### config.mk
export PLATFORM = sky130hd
export DESIGN_NAME = blr_unit
export DESIGN_NICKNAME = d
export VERILOG_FILES = /design/src/rtl/blr_pkg.sv /design/src/rtl/blr_bank.sv /design/src/rtl/blr_check.sv /design/src/rtl/blr_stage.sv /design/src/rtl/blr_unit.sv
export SDC_FILE = /design/constraint.sdc
export NUM_CORES = 1
export LEC_CHECK = 0
export BUFFER_PORTS_ARGS = -buffer_cell sky130_fd_sc_hd__buf_2
export CORE_MARGIN = 2
export CORE_UTILIZATION = 44
export DETAILED_ROUTE_END_ITERATION = 10
export PLACE_DENSITY = 0.7
export SLEW_MARGIN = 20
export SYNTH_ARGS = -nofsm -noshare
export SYNTH_HDL_FRONTEND = slang
export SYNTH_SLANG_ARGS = --single-unit
### constraint.sdc
create_clock -name clk_i -period 3.67 [get_ports clk_i]
set_input_delay 0.1835 -clock clk_i [delete_from_list [all_inputs] [get_ports clk_i]]
set_output_delay 0.1835 -clock clk_i [all_outputs]
set_load 0.02 [all_outputs]
### src/rtl/blr_pkg.sv
package blr_pkg;
  parameter int unsigned ADDR_W_DEF = 24;
  localparam int unsigned NUM_REGS = 4;

  typedef enum logic [1:0] {
    SEL_FETCH_BASE  = 2'd0,
    SEL_FETCH_LIMIT = 2'd1,
    SEL_DATA_BASE   = 2'd2,
    SEL_DATA_LIMIT  = 2'd3
  } win_sel_e;
endpackage

### src/rtl/blr_bank.sv
module blr_bank #(
  parameter int unsigned ADDR_W = blr_pkg::ADDR_W_DEF
) (
  input  logic              clk_i,
  input  logic              rst_ni,
  input  logic              sup_mode_i,
  input  logic              cfg_we_i,
  input  logic [1:0]        cfg_sel_i,
  input  logic [ADDR_W-1:0] cfg_wdata_i,
  output logic              priv_err_o,
  output logic [ADDR_W-1:0] fetch_base_o,
  output logic [ADDR_W-1:0] fetch_limit_o,
  output logic [ADDR_W-1:0] data_base_o,
  output logic [ADDR_W-1:0] data_limit_o
);
  import blr_pkg::*;

  logic [NUM_REGS-1:0][ADDR_W-1:0] regs_q;
  logic                            wr_ok;

  assign wr_ok = cfg_we_i && sup_mode_i;

  for (genvar g = 0; g < NUM_REGS; g++) begin : g_reg
    always_ff @(posedge clk_i or negedge rst_ni) begin
      if (!rst_ni)                                regs_q[g] <= '0;
      else if (wr_ok && (cfg_sel_i == 2'(g)))     regs_q[g] <= cfg_wdata_i;
    end
  end

  always_ff @(posedge clk_i or negedge rst_ni) begin
    if (!rst_ni) priv_err_o <= 1'b0;
    else         priv_err_o <= cfg_we_i && !sup_mode_i;
  end

  assign fetch_base_o  = regs_q[SEL_FETCH_BASE];
  assign fetch_limit_o = regs_q[SEL_FETCH_LIMIT];
  assign data_base_o   = regs_q[SEL_DATA_BASE];
  assign data_limit_o  = regs_q[SEL_DATA_LIMIT];

  // user-mode writes leave the bank untouched
  assert_user_write_ignored_R3: assert property (@(posedge clk_i) disable iff (!rst_ni)
    (cfg_we_i && !sup_mode_i) |=> $stable(regs_q));
  assert_priv_err_pulse_R3: assert property (@(posedge clk_i) disable iff (!rst_ni)
    (cfg_we_i && !sup_mode_i) |=> priv_err_o);
  // supervisor write lands in the selected register
  assert_sup_write_R2: assert property (@(posedge clk_i) disable iff (!rst_ni)
    wr_ok |=> regs_q[$past(cfg_sel_i)] == $past(cfg_wdata_i));
endmodule

### src/rtl/blr_check.sv
module blr_check #(
  parameter int unsigned ADDR_W = blr_pkg::ADDR_W_DEF
) (
  input  logic              is_fetch_i,
  input  logic [ADDR_W-1:0] laddr_i,
  input  logic [ADDR_W-1:0] fetch_base_i,
  input  logic [ADDR_W-1:0] fetch_limit_i,
  input  logic [ADDR_W-1:0] data_base_i,
  input  logic [ADDR_W-1:0] data_limit_i,
  output logic [ADDR_W-1:0] paddr_o,
  output logic              in_range_o
);
  localparam int unsigned SUM_W = ADDR_W + 1;

  logic [ADDR_W-1:0] base, limit;
  logic [SUM_W-1:0]  sum;
  logic              carry;

  always_comb begin
    base  = is_fetch_i ? fetch_base_i  : data_base_i;
    limit = is_fetch_i ? fetch_limit_i : data_limit_i;
    sum   = {1'b0, base} + {1'b0, laddr_i};
    carry = sum[ADDR_W];
    paddr_o = sum[ADDR_W-1:0];
    // bound is tested on the relocated address
    in_range_o = !carry && (paddr_o >= base) && (paddr_o < limit);
  end
endmodule

### src/rtl/blr_stage.sv
module blr_stage #(
  parameter int unsigned ADDR_W = blr_pkg::ADDR_W_DEF
) (
  input  logic              clk_i,
  input  logic              rst_ni,
  input  logic              valid_i,
  input  logic              is_fetch_i,
  input  logic [ADDR_W-1:0] laddr_i,
  input  logic [ADDR_W-1:0] paddr_i,
  input  logic              in_range_i,
  output logic              valid_o,
  output logic              strobe_o,
  output logic [ADDR_W-1:0] paddr_o,
  output logic              fetch_exc_o,
  output logic              oper_exc_o,
  output logic [ADDR_W-1:0] fault_laddr_o
);
  logic              valid_q, fetch_q, ok_q;
  logic [ADDR_W-1:0] paddr_q, laddr_q;

  always_ff @(posedge clk_i or negedge rst_ni) begin
    if (!rst_ni) begin
      valid_q <= 1'b0;
      fetch_q <= 1'b0;
      ok_q    <= 1'b0;
      paddr_q <= '0;
      laddr_q <= '0;
    end else begin
      valid_q <= valid_i;
      if (valid_i) begin
        fetch_q <= is_fetch_i;
        ok_q    <= in_range_i;
        paddr_q <= paddr_i;
        laddr_q <= laddr_i;
      end
    end
  end

  logic fault;
  assign fault         = valid_q && !ok_q;
  assign valid_o       = valid_q;
  assign strobe_o      = valid_q && ok_q;
  assign paddr_o       = valid_q ? paddr_q : '0;
  assign fetch_exc_o   = fault && fetch_q;
  assign oper_exc_o    = fault && !fetch_q;
  assign fault_laddr_o = fault ? laddr_q : '0;

  assert_result_latency_R7: assert property (@(posedge clk_i) disable iff (!rst_ni)
    valid_i |=> valid_o);
  assert_fault_laddr_R8: assert property (@(posedge clk_i) disable iff (!rst_ni)
    (valid_i && !in_range_i) |=> (fault_laddr_o == $past(laddr_i)) && !strobe_o);
  assert_exc_kind_R6: assert property (@(posedge clk_i) disable iff (!rst_ni)
    (valid_i && !in_range_i && is_fetch_i) |=> fetch_exc_o && !oper_exc_o);
endmodule

### src/rtl/blr_unit.sv
module blr_unit #(
  parameter int unsigned ADDR_W = blr_pkg::ADDR_W_DEF
) (
  input  logic              clk_i,
  input  logic              rst_ni,
  input  logic              sup_mode_i,
  input  logic              cfg_we_i,
  input  logic [1:0]        cfg_sel_i,
  input  logic [ADDR_W-1:0] cfg_wdata_i,
  output logic              cfg_priv_err_o,
  input  logic              req_valid_i,
  input  logic              req_is_fetch_i,
  input  logic [ADDR_W-1:0] req_laddr_i,
  output logic              rsp_valid_o,
  output logic              mem_strobe_o,
  output logic [ADDR_W-1:0] rsp_paddr_o,
  output logic              fetch_range_exc_o,
  output logic              operand_range_exc_o,
  output logic [ADDR_W-1:0] fault_laddr_o
);
  logic [ADDR_W-1:0] fetch_base, fetch_limit, data_base, data_limit;
  logic [ADDR_W-1:0] paddr;
  logic              in_range;

  blr_bank #(.ADDR_W(ADDR_W)) u_bank (
    .clk_i, .rst_ni, .sup_mode_i, .cfg_we_i, .cfg_sel_i, .cfg_wdata_i,
    .priv_err_o   (cfg_priv_err_o),
    .fetch_base_o (fetch_base),
    .fetch_limit_o(fetch_limit),
    .data_base_o  (data_base),
    .data_limit_o (data_limit)
  );

  blr_check #(.ADDR_W(ADDR_W)) u_check (
    .is_fetch_i   (req_is_fetch_i),
    .laddr_i      (req_laddr_i),
    .fetch_base_i (fetch_base),
    .fetch_limit_i(fetch_limit),
    .data_base_i  (data_base),
    .data_limit_i (data_limit),
    .paddr_o      (paddr),
    .in_range_o   (in_range)
  );

  blr_stage #(.ADDR_W(ADDR_W)) u_stage (
    .clk_i, .rst_ni,
    .valid_i      (req_valid_i),
    .is_fetch_i   (req_is_fetch_i),
    .laddr_i      (req_laddr_i),
    .paddr_i      (paddr),
    .in_range_i   (in_range),
    .valid_o      (rsp_valid_o),
    .strobe_o     (mem_strobe_o),
    .paddr_o      (rsp_paddr_o),
    .fetch_exc_o  (fetch_range_exc_o),
    .oper_exc_o   (operand_range_exc_o),
    .fault_laddr_o(fault_laddr_o)
  );

  assert_exc_exclusive_R6: assert property (@(posedge clk_i) disable iff (!rst_ni)
    $onehot0({fetch_range_exc_o, operand_range_exc_o}));
  assert_no_strobe_on_fault_R8: assert property (@(posedge clk_i) disable iff (!rst_ni)
    mem_strobe_o |-> !(fetch_range_exc_o || operand_range_exc_o));
  assert_strobe_needs_valid_R7: assert property (@(posedge clk_i) disable iff (!rst_ni)
    mem_strobe_o |-> rsp_valid_o);
endmodule

==> impl_summary.log, run 1 <==
INFO  metric outcome = finished clean
INFO  metric final_weighted_congestion_in_routability_driven_placement = 0.9136
INFO  metric cts_tree = yes
INFO  metric drt-initial-drc-count = 422
INFO  metric clock-root-buffer = sky130_fd_sc_hd__clkbuf_16
INFO  metric timing.final.crit_share = 96.94%
INFO  metric yosys.area.top_type = sky130_fd_sc_hd__dfrtp_1
INFO  metric drive_gt1_share = between 40% and 50%
INFO  metric worst_slew_pin_slew = between 0.9 and 1 ns
INFO  metric total_cts_buffers = 17
INFO  metric via_per_inst = 5.301
INFO  metric yosys.cell_types.count = 57
INFO  metric relSlewSlack = a little over a third
INFO  metric drv.max_cap_violation_count = 0
INFO  metric end_kind = flop
INFO  metric design.die.area = 21120 um^2
INFO  metric die-height = 145.3 um
INFO  metric dpl_worst_slack = -0.4031 ns
INFO  metric achievable-frequency = 281.1 MHz
INFO  metric groute.usage.overall = 22.13%
INFO  metric ctsHtreeMaxLevel = 4
INFO  metric worst_clock_skew = roughly 0.0057 ns
INFO  metric setup.worst_path.start_class = flop
INFO  metric grt_pass1_wl = 36880 um
INFO  metric synth-main-ff-cell = sky130_fd_sc_hd__dfrtp_1
INFO  metric grt_setup_unrepaired = true
INFO  metric yosysTopAreaCellShare = between 40 and 50%
INFO  metric top_level_ports = 109
INFO  metric std_cell_rows = 51
INFO  metric largest_net_degree_at_the_start_of_global_routing = 92
INFO  metric path_class = flop to flop
INFO  metric overall_routed_net_length = 23570 um
INFO  metric finalWorstSetupSlack = 0.1123 ns
INFO  metric postLayoutCellArea = 11860 um^2
INFO  metric grt_overflow_total = 0
INFO  metric timing.critical_path.arrival = 3.92 ns
INFO  metric floorplan.initialDensity = 45.01%
INFO  metric total_power = 7.907 mW
INFO  metric finalNetCount = 1167
INFO  metric fillCellCount = 1594
INFO  metric synthesis.area = 8790 um^2
INFO  metric cp_slowest_stage_delay = 0.49 ns
INFO  metric fp.dieW = 145.3 um
INFO  metric worstPathMaxFanout = 3
INFO  metric clk_transition_reported_paths = around 0.07 ns
INFO  metric setup_violations = 0
INFO  metric detailed_place_hpwl = between 15000 and 20000 um
INFO  metric post-synth-top-count-cell = sky130_fd_sc_hd__dfrtp_1
INFO  metric core_area = between 15000 and 20000 um^2
INFO  metric yosys_warnings = 0
INFO  metric post_synth_inst_count = 781
INFO  metric grt_pass1_vias = 7028
INFO  metric yosys-top-cells-area = sky130_fd_sc_hd__dfrtp_1 (42%), sky130_fd_sc_hd__mux2_2 (18%), sky130_fd_sc_hd__ha_1 (10%), sky130_fd_sc_hd__mux2i_1 (5.4%), sky130_fd_sc_hd__and2_1 (3.6%)
INFO  metric critical_path.cell_chain = mux2_4 -> ha_4 -> inv_1 -> fa_2 -> nand2b_4 -> a21oi_4 -> buf_6 -> nor2_1 -> xnor2_1 -> ha_1 -> nand2_1 -> or3_1 -> o221ai_2 -> a21oi_1 -> buf_4 -> o211ai_1 -> a32o_1
INFO  metric worst_ir_drop_vdd = 0.4043 mV
INFO  metric critical-path-slowest-cell = sky130_fd_sc_hd__xnor2_1
INFO  metric clock-sinks = between 100 and 150
INFO  metric detailed_place.area = 10710 um^2
INFO  metric antenna_found_initial = 1
INFO  metric cts_max_path_buffers = 2
INFO  metric report.final.hold_viol_count = 0
INFO  metric antenna_left = 0
INFO  metric cellPowerDensity = 666.7 nW/um^2
INFO  metric postSynthAreaPerCell = 11.25 um^2
INFO  metric number_of_detailed_routing_iterations_run_before_antenna_repair = 5
INFO  metric post-route-drc-count = 0
INFO  metric worst_hold_path_type = primary input to flop
INFO  metric port_buffers = about 110
INFO  metric area.growth.synth_to_final = 34.93%
INFO  metric synth.cells.most_frequent = sky130_fd_sc_hd__dfrtp_1 (148), sky130_fd_sc_hd__mux2_2 (138), sky130_fd_sc_hd__ha_1 (71)
INFO  metric postSynthRegisterBits = 148
INFO  metric yosysSeqAreaShare = 42.14%
INFO  metric clock_insertion_delay_worst_skew = 0.42 ns
INFO  metric synthesis.nets = about 910
INFO  metric final-max-slew-violation-count = 0
INFO  metric synth_edf_count = 0
INFO  metric routedWlPerCell = 17.89 um
INFO  metric setup-tns-final = 0 ns
INFO  metric cellLeakagePower = 5.665 nW
INFO  metric ys_async_sr_fraction = 100.0%
INFO  metric route.vias.total = 6982
INFO  metric critical_path_required = 4.03 ns
INFO  metric post_layout_min_period = 3.558 ns
state kept, by name, summed over array words and instances, names as in the netlist:
register              count
u_stage.paddr_q          24
u_bank.fetch_limit_o     24
u_bank.fetch_base_o      24
u_stage.laddr_q          24
u_stage.valid_o           1
u_bank.priv_err_o         1
u_stage.ok_q              1
u_bank.data_limit_o      24
u_bank.data_base_o       24
u_stage.fetch_q           1
routing by layer:
| layer | track usage [%] | wire length, um |
|---|---|---|
| met5 | 0 | 0 |
| met2 | 34.50 | 10810 |
| met1 | 31.03 | 11240 |
| met4 | 8.676 | 610 |
| met3 | 3.668 | 899 |
repair_timing:
item,4_1_cts,5_1_grt
setup buffers,1,10
hold endpoints to repair,93,0
setup endpoints to repair,1,1
pin swaps,8,29
hold buffers,4,0
resized for setup,22,65
per-stage QoR:
step	hold slack, ns	std cells	utilization, %
floorplan	-0.1121	781	-
global placement	0.3278	1271	54.85
detailed placement	0.3306	1271	54.86
CTS	0.005382	1307	58.77
global route	0.006657	1316	60.73
finish	0.01600	1317	60.74
worst max-delay path: cells and delay by family (launching register included):
kind | cells | cell delay [ns]
buffers and inverters | 3 | 0.33
XOR/XNOR | 1 | 0.49
AND/OR/NAND/NOR | 4 | 0.67
adder cells (fa/ha/maj) | 3 | 0.69
flip-flops | 1 | 0.35
AO/OA/AOI/OAI | 5 | 0.78
multiplexers | 1 | 0.18
report_power, final:
| part | leakage [nW] | internal (mW) | total (mW) | switching, mW |
|---|---|---|---|---|
| combinational | 3.61 | 1.95 | 3.90 | 1.94 |
| sequential | 1.77 | 2.02 | 2.23 | 0.208 |
| clock | 0.285 | 1.05 | 1.78 | 0.734 |
| total | 5.66 | 5.02 | 7.91 | 2.89 |
kinds of logic (layout without fill, tap and decap cells):
kind of cell / Yosys count / after routing / share of synthesized area [%]
compound gates: 118 / 118 / 8.911
xor+xnor: 22 / 22 / 2.192
fa+ha+maj: 72 / 72 / 10.33
buf+inv: 68 / 338 / 3.089
flops: 148 / 148 / 42.14
mux: 185 / 185 / 23.03
other cells: 0 / 1 / 0
simple gates: 168 / 168 / 10.31
placed cells by master (no fill, tap or decap), drive strengths merged, types with 3 or more instances in the layout:
master and instances:
buf 271, dfrtp 148, mux2 138, ha 71, and2 50, mux2i 47, a21oi 44, nand2 38
inv 36, nor2 24, o21ai 22, clkbuf 19, nand4 16, xnor2 13, nand3 12, a21o 11
xor2 9, o211ai 7, nor3 7, nor2b 5, a31oi 5, a211oi 5, dlygate4sd3 4, and3 4
a221o 3, o21bai 3, clkinv 3, clkinvlp 3, nand2b 3
final timing paths:
kind / startpoint / endpoint / slack (ns) / depth (start not counted)
worst min register to register: u_stage.laddr_q[6] / u_stage.laddr_q[6] / 0.49 / 1
max in group asynchronous: rst_ni / u_bank.data_base_o[9] / 2.43 / 3
min in group asynchronous: rst_ni / u_stage.laddr_q[16] / 0.41 / 2
worst max-delay path: u_bank.data_base_o[0] / u_stage.ok_q / 0.11 / 17
worst min-delay path: req_laddr_i[19] / u_stage.laddr_q[19] / 0.02 / 2
worst max register to register: u_bank.data_base_o[0] / u_stage.ok_q / 0.11 / 17
cell type report:
type / count / area, um^2 / share of cell area (%)
timing repair buffer: 275 / 1852 / 15.61
sequential: 148 / 3704 / 31.23
tap: 265 / 331.6 / 2.796
clock buffer: 19 / 452.9 / 3.819
antenna: 1 / 2.502 / 0.02110
clock inverter: 12 / 146.4 / 1.234
inverter: 32 / 120.1 / 1.013
multi-input combinational: 565 / 5251 / 44.28
Power figures use the tool's default switching activity.
==> run 2: changes to the inputs <==
--- a/config.mk
+++ b/config.mk
@@ -8,7 +8,7 @@
 export BUFFER_PORTS_ARGS = -buffer_cell sky130_fd_sc_hd__buf_2
 export CORE_MARGIN = 2
-export CORE_UTILIZATION = 44
+export CORE_UTILIZATION = 59
 export DETAILED_ROUTE_END_ITERATION = 10
-export PLACE_DENSITY = 0.7
+export PLACE_DENSITY = 0.88
 export SLEW_MARGIN = 20
 export SYNTH_ARGS = -nofsm -noshare
==> constraint.sdc (replaced) <==
create_clock -name clk_i -period 3.67 [get_ports clk_i]
set_input_delay 0.1835 -clock clk_i [delete_from_list [all_inputs] [get_ports clk_i]]
set_output_delay 0.1835 -clock clk_i [all_outputs]
set_load 0.05 [all_outputs]
==> impl_summary.log, run 2 (synthesized netlist as in run 1, its figures left out) <==
INFO  metric outcome = complete, but fails checks
INFO  metric failed_checks = setup timing
INFO  metric drive_gt1_share = 46.45% (-2.7 points)
INFO  metric timing.rr.start = u_bank.fetch_base_o[11]
INFO  metric timing.critical_path.buf_inv = 3 (unchanged)
INFO  metric largest_net_degree_at_the_start_of_global_routing = 100 (+8.7%)
INFO  metric via_per_inst = 6.036 (+14%)
INFO  metric highest-signal-layer = met4
INFO  metric wirelength_met1 = 10630 um (-5.4%)
INFO  metric ctsHtreeMaxLevel = 4 (unchanged)
INFO  metric register_area = 3704 um^2 (unchanged)
INFO  metric cellPowerDensity = 716.9 nW/um^2 (+7.5%)
INFO  metric worst_ir_drop_vdd = 0.4650 mV (+15%)
INFO  metric critical_path.cell_chain = mux2i_1 -> buf_4 -> inv_1 -> ha_2 -> nand4_1 -> a211oi_1 -> buf_4 -> o211ai_1 -> nor2b_1 -> xnor2_2 -> ha_1 -> a21o_1 -> nand3_1 -> a21oi_1 -> a21oi_1 -> nor4bb_1 -> a32o_1
INFO  metric worstPathMaxFanout = 6 (+3)
INFO  metric routedWlPerCell = 20.39 um (+14%)
INFO  metric clock-root-buffer = sky130_fd_sc_hd__clkbuf_16
INFO  metric worst_slew_pin_slew = 0.8975 ns (-0.05783 ns)
INFO  metric drt-initial-drc-count = 602 (+43%)
INFO  metric number_of_detailed_routing_iterations_run_before_antenna_repair = 5 (unchanged)
INFO  metric worst_path_dominant_cell_family = compound AO/OA/AOI/OAI gates
INFO  metric dpl_worst_slack = -0.3733 ns (+0.02983 ns)
INFO  metric die-height = 126.1 um (-13%)
INFO  metric port_buffers = 108 (unchanged)
INFO  metric grt_overflow_total = 0 (unchanged)
INFO  metric route.vias.total = 7310 (+4.7%)
INFO  metric critical-path-slowest-cell = sky130_fd_sc_hd__dfrtp_1
INFO  metric groute.usage.overall = 30.37% (+8.2 points)
INFO  metric cp_slowest_stage_delay = 0.41 ns (-0.08 ns)
INFO  metric final_weighted_congestion_in_routability_driven_placement = 0.9819 (+7.5%)
INFO  metric report.final.hold_viol_count = 0 (unchanged)
INFO  metric end_kind = flop
INFO  metric std_cell_rows = 44 (-14%)
INFO  metric grt_pass1_vias = 7174 (+2.1%)
INFO  metric setup.worst_path.start_class = flop
INFO  metric overall_routed_net_length = 24690 um (+4.8%)
INFO  metric path_class = flop to flop
INFO  metric cellLeakagePower = 5.556 nW (-1.9%)
INFO  metric crit_path_from = u_bank.fetch_base_o[11]
INFO  metric antenna_found_initial = 0 (-1)
INFO  metric multiInputGateArea = 5141 um^2 (-2.1%)
INFO  metric total_cts_buffers = 17 (unchanged)
INFO  metric grt_setup_unrepaired = true
INFO  metric cts_max_path_buffers = 2 (unchanged)
INFO  metric clock_insertion_delay_worst_skew = 0.44 ns (+0.02 ns)
INFO  metric cts_tree = yes
INFO  metric worst_hold_startpoint = req_laddr_i[20]
INFO  metric fillCellCount = 822 (-48%)
INFO  metric worst_clock_skew = 0.009175 ns (+0.003488 ns)
INFO  metric finalNetCount = 1142 (-2.1%)
INFO  metric relSlewSlack = 40.16% (+4.1 points)
INFO  metric clk_transition_reported_paths = 0.07 ns (about the same)
INFO  metric critical_path_required = 4.04 ns (about the same)
INFO  metric timing.critical_path.arrival = 4.06 ns (+0.14 ns)
INFO  metric dr_wl_met3 = 1722 um (+92%)
INFO  metric met2_wire_len = 11430 um (+5.7%)
INFO  metric worst_hold_path_type = primary input to flop
INFO  metric achievable-frequency = 271.4 MHz (-3.4%)
INFO  metric grt_pass1_wl = 37880 um (+2.7%)
INFO  metric post_layout_min_period = 3.685 ns (+0.1271 ns)
INFO  metric detailed_place_hpwl = 16700 um (-2.7%)
INFO  metric antenna_left = 0 (unchanged)
INFO  metric fp.dieW = 126.1 um (-13%)
INFO  metric area.growth.synth_to_final = 30.58%
INFO  metric clock-sinks = 148 (unchanged)
INFO  metric drv.max_cap_violation_count = 0 (unchanged)
INFO  metric floorplan.initialDensity = 60.48% (+15 points)
INFO  metric timing.final.crit_share = 100.4% (+3.5 points)
INFO  metric commonest_non_fill_non_tap_cell_in_the_layout = sky130_fd_sc_hd__dfrtp_1
INFO  metric finalWorstSetupSlack = -0.01473 ns (-0.1271 ns)
INFO  metric fin_hold_ws = 0.01141 ns (-0.004584 ns)
INFO  metric setup_violations = 1 (+1)
INFO  metric final-max-slew-violation-count = 0 (unchanged)
INFO  metric antennaDiodeCount = 0 (-1)
INFO  metric post-route-drc-count = 0 (unchanged)
INFO  metric core_area = 14530 um^2 (-26%)
INFO  metric mostFrequentLayoutCells = sky130_fd_sc_hd__dfrtp_1 (148), sky130_fd_sc_hd__mux2_2 (137), sky130_fd_sc_hd__buf_4 (134)
INFO  metric top_level_ports = 109 (unchanged)
INFO  metric design.die.area = 15890 um^2 (-25%)
run 2: timing repair:
action	in CTS	in global routing
hold buffers	5	0
pin swaps	7	21
buffers inserted	2	2
setup endpoints to repair	1	1
hold endpoints to repair	102	0
resized for setup	14	52
run 2: final cells by class:
cell class                      count  share of cell area, %
Multi-Input combinational cell    565                  44.79
Sequential cell                   148                  32.27
Timing Repair Buffer              250                  14.41
Clock buffer                       21                  4.186
Tap cell                          184                  2.006
Clock inverter                     11                  1.286
Inverter                           32                  1.047
run 2: layer usage:
metal	track usage, %	vias to the layer above
li1	-	3306
met1	41.98	3570
met2	46.65	351
met3	6.967	83
met4	12.41	0
met5	0	-
run 2: worst paths after layout:
check	end	slack [ns]	cells after the start
setup / recovery	u_stage.ok_q	-0.01	17
hold / removal	u_stage.laddr_q[20]	0.01	2
setup reg to reg	u_stage.ok_q	-0.01	17
hold reg to reg	u_stage.laddr_q[6]	0.49	1
max in group asynchronous	u_bank.fetch_base_o[12]	2.52	3
min in group asynchronous	u_stage.laddr_q[17]	0.39	2
run 2: per-stage QoR:
| stage | cells | total power [mW] | utilization [%] | area, um^2 | setup TNS, ns |
|---|---|---|---|---|---|
| finish | 1211 | 8.228 | 78.97 | 11480 | -0.01473 |
| detailed placement | 1170 | 5.942 | 71.88 | 10450 | -0.3733 |
| floorplan | 781 | 4.472 | - | 8797 | 0 |
| global route | 1211 | 8.659 | 78.97 | 11480 | -0.1782 |
| CTS | 1209 | 7.909 | 77.08 | 11200 | 0 |
| global placement | 1170 | 5.795 | 71.86 | 10440 | -0.3295 |
run 2: power by group:
| group | internal (mW) | switching, mW | leakage (nW) |
|---|---|---|---|
| logic | 1.87 | 2.27 | 3.48 |
| clock network | 1.14 | 0.700 | 0.309 |
| registers | 2.02 | 0.224 | 1.77 |
==> run 3: changes to the inputs <==
Settings changed: CORE_ASPECT_RATIO from default to 1.1, PLACE_DENSITY 0.88 to 0.79.
==> impl_summary.log, run 3 (synthesized netlist as in run 1, its figures left out) <==
INFO  metric outcome = complete, but fails checks
INFO  metric failed_checks = setup timing
INFO  metric cellLeakagePower = 5.564 nW (+0.14%)
INFO  metric drv.max_cap_violation_count = 0 (unchanged)
INFO  metric clk_transition_reported_paths = 0.07 ns (about the same)
INFO  metric dr_wl_met3 = 1126 um (-35%)
INFO  metric clock_insertion_delay_worst_skew = 0.43 ns (about the same)
INFO  metric drive_gt1_share = 47.14% (+0.69 points)
INFO  metric worst_slew_pin_slew = 0.7377 ns (-0.1598 ns)
INFO  metric antenna_left = 0 (unchanged)
INFO  metric core_area = 14500 um^2 (-0.21%)
INFO  metric path_class = flop to flop
INFO  metric place.detailed.instances = 1178 (+0.68%)
INFO  metric wirelength_met1 = 10840 um (+2.0%)
INFO  metric largest_net_degree_at_the_start_of_global_routing = 81 (-19%)
INFO  metric route.vias.total = 7117 (-2.6%)
INFO  metric worstPathMaxFanout = 6 (unchanged)
INFO  metric clock-root-buffer = sky130_fd_sc_hd__clkbuf_16
INFO  metric fp.dieW = 120.4 um (-4.5%)
INFO  metric highest-signal-layer = met4
INFO  metric worst_clock_skew = 0.007473 ns (-0.001702 ns)
INFO  metric met2_wire_len = 11750 um (+2.8%)
INFO  metric total_cts_buffers = 17 (unchanged)
INFO  metric setup.worst_path.start_class = flop
INFO  metric post-route-drc-count = 0 (unchanged)
INFO  metric grt_overflow_total = 0 (unchanged)
INFO  metric port_buffers = 108 (unchanged)
INFO  metric cellPowerDensity = 703.3 nW/um^2 (-1.9%)
INFO  metric ctsHtreeMaxLevel = 4 (unchanged)
INFO  metric end_kind = flop
INFO  metric commonest_non_fill_non_tap_cell_in_the_layout = sky130_fd_sc_hd__dfrtp_1
INFO  metric design.die.area = 15890 um^2 (about the same)
INFO  metric report.final.hold_viol_count = 0 (unchanged)
INFO  metric die-height = 132.0 um (+4.7%)
INFO  metric cts_max_path_buffers = 2 (unchanged)
INFO  metric mostFrequentLayoutCells = sky130_fd_sc_hd__dfrtp_1 (148), sky130_fd_sc_hd__buf_4 (142), sky130_fd_sc_hd__mux2_2 (137)
INFO  metric worst_hold_path_type = primary input to flop
INFO  metric cts_tree = yes
INFO  metric top_level_ports = 109 (unchanged)
INFO  metric fin_hold_ws = 0.005848 ns (-0.005565 ns)
INFO  metric grt_pass1_vias = 7198 (+0.33%)
INFO  metric grt_pass1_wl = 37990 um (+0.29%)
INFO  metric finalNetCount = 1147 (+0.44%)
INFO  metric achievable-frequency = 268.4 MHz (-1.1%)
INFO  metric groute.usage.overall = 30.81% (+0.44 points)
INFO  metric routedWlPerCell = 19.74 um (-3.2%)
INFO  metric dpl_worst_slack = -0.4979 ns (-0.1246 ns)
INFO  metric overall_routed_net_length = 24140 um (-2.2%)
INFO  metric floorplan.initialDensity = 60.60% (+0.13 points)
INFO  metric finalWorstSetupSlack = -0.05546 ns (-0.04074 ns)
INFO  metric stdcell_count = 1223 (+0.99%)
INFO  metric final_weighted_congestion_in_routability_driven_placement = 0.9032 (-8.0%)
INFO  metric antenna_found_initial = 0 (unchanged)
INFO  metric relSlewSlack = 50.82% (+11 points)
INFO  metric setup_violations = 1 (unchanged)
INFO  metric worst_ir_drop_vdd = 0.4254 mV (-8.5%)
INFO  metric total_power = 8.124 mW (-1.3%)
INFO  metric timing.final.crit_share = 101.5% (+1.1 points)
INFO  metric clock-sinks = 148 (unchanged)
INFO  metric via_per_inst = 5.819 (-3.6%)
INFO  metric std_cell_rows = 46 (+4.5%)
INFO  metric grt_setup_unrepaired = true
INFO  metric final-max-slew-violation-count = 0 (unchanged)
INFO  metric critical_path_required = 3.99 ns (-0.05 ns)
INFO  metric post_layout_min_period = 3.725 ns (+0.04074 ns)
INFO  metric timing.critical_path.arrival = 4.04 ns (-0.02 ns)
INFO  metric drt-initial-drc-count = 376 (-38%)
INFO  metric area.growth.synth_to_final = 31.43%
INFO  metric detailed_place_hpwl = 17620 um (+5.5%)
INFO  metric number_of_detailed_routing_iterations_run_before_antenna_repair = 5 (unchanged)
INFO  metric layout.core_utilization = 79.65% (+0.68 points)
INFO  metric antennaDiodeCount = 0 (unchanged)
==> run 3: changes by cell type in the layout (fill, tap and decap cells not counted), sizes merged <==
| cell | change |
|---|---|
| clkbuf | -4 |
| inv | +6 |
| buf | +6 |
| bufinv | -1 |
| dlygate4sd3 | -1 |
| clkinv | -4 |
| clkinvlp | +2 |
==> run 3: power breakdown <==
part | leakage (nW) | total, mW | switching [mW] | internal [mW]
clock | 0.283 | 1.79 | 0.774 | 1.02
sequential | 1.77 | 2.25 | 0.233 | 2.02
combinational | 3.52 | 4.08 | 2.21 | 1.87
==> run 3: final cells by class <==
class | count | area (um^2)
repair buffers | 255 | 1673
fillers | 932 | 2952
clock buffers | 17 | 425.4
multi-input cells | 565 | 5221
inverters | 32 | 120.1
well taps | 192 | 240.2
flip-flops and latches | 148 | 3704
clock inverters | 14 | 168.9
==> run 3: worst paths after layout <==
check                                   startpoint                 endpoint  slack [ns]  cells after the start
max in group asynchronous                   rst_ni      u_stage.paddr_q[23]        2.39                      3
max reg2reg                u_bank.fetch_base_o[11]             u_stage.ok_q       -0.06                     15
max                        u_bank.fetch_base_o[11]             u_stage.ok_q       -0.06                     15
min in group asynchronous                   rst_ni  u_bank.data_limit_o[10]        0.35                      2
min reg2reg                     u_stage.laddr_q[7]       u_stage.laddr_q[7]        0.50                      1
min                                req_laddr_i[20]      u_stage.laddr_q[20]       0.006                      2
==> run 3: metal layers <==
layer  GRT usage (%)  vias to the layer above
li1                -                     3314
met1           42.71                     3538
met2           50.41                      226
met3           4.498                       39
met4           9.173                        0
met5               0                        -
==> run 3: critical path: stages (launching register included) <==
cell                       delay (ns)
sky130_fd_sc_hd__dfrtp_1         0.41
sky130_fd_sc_hd__mux2i_4         0.21
sky130_fd_sc_hd__inv_1           0.09
sky130_fd_sc_hd__ha_1            0.37
sky130_fd_sc_hd__a21o_1          0.22
sky130_fd_sc_hd__buf_4           0.13
sky130_fd_sc_hd__a31oi_1         0.25
sky130_fd_sc_hd__a31oi_2         0.16
sky130_fd_sc_hd__or2_4           0.27
sky130_fd_sc_hd__xor2_2          0.17
sky130_fd_sc_hd__ha_1            0.30
sky130_fd_sc_hd__nand4_1         0.16
sky130_fd_sc_hd__nor3_2          0.28
sky130_fd_sc_hd__o211ai_1        0.16
sky130_fd_sc_hd__nor4bb_4        0.19
sky130_fd_sc_hd__a32o_1          0.23
==> run 3: metrics by stage <==
step                      setup TNS (ns)  cell area [um^2]
after detailed placement         -0.4979             10440
final                           -0.05546             11550
after global routing             -0.1367             11550
after floorplan                        0              8797
after CTS                              0             11240
after global placement           -0.4633             10440
==> run 3: repair_timing <==
item	CTS	global route
hold buffers	4	0
buffers inserted	3	7
endpoints found under the hold margin	81	0
resized for setup	28	47
setup endpoints to repair	1	1
pin swaps	14	32
gates cloned	0	0
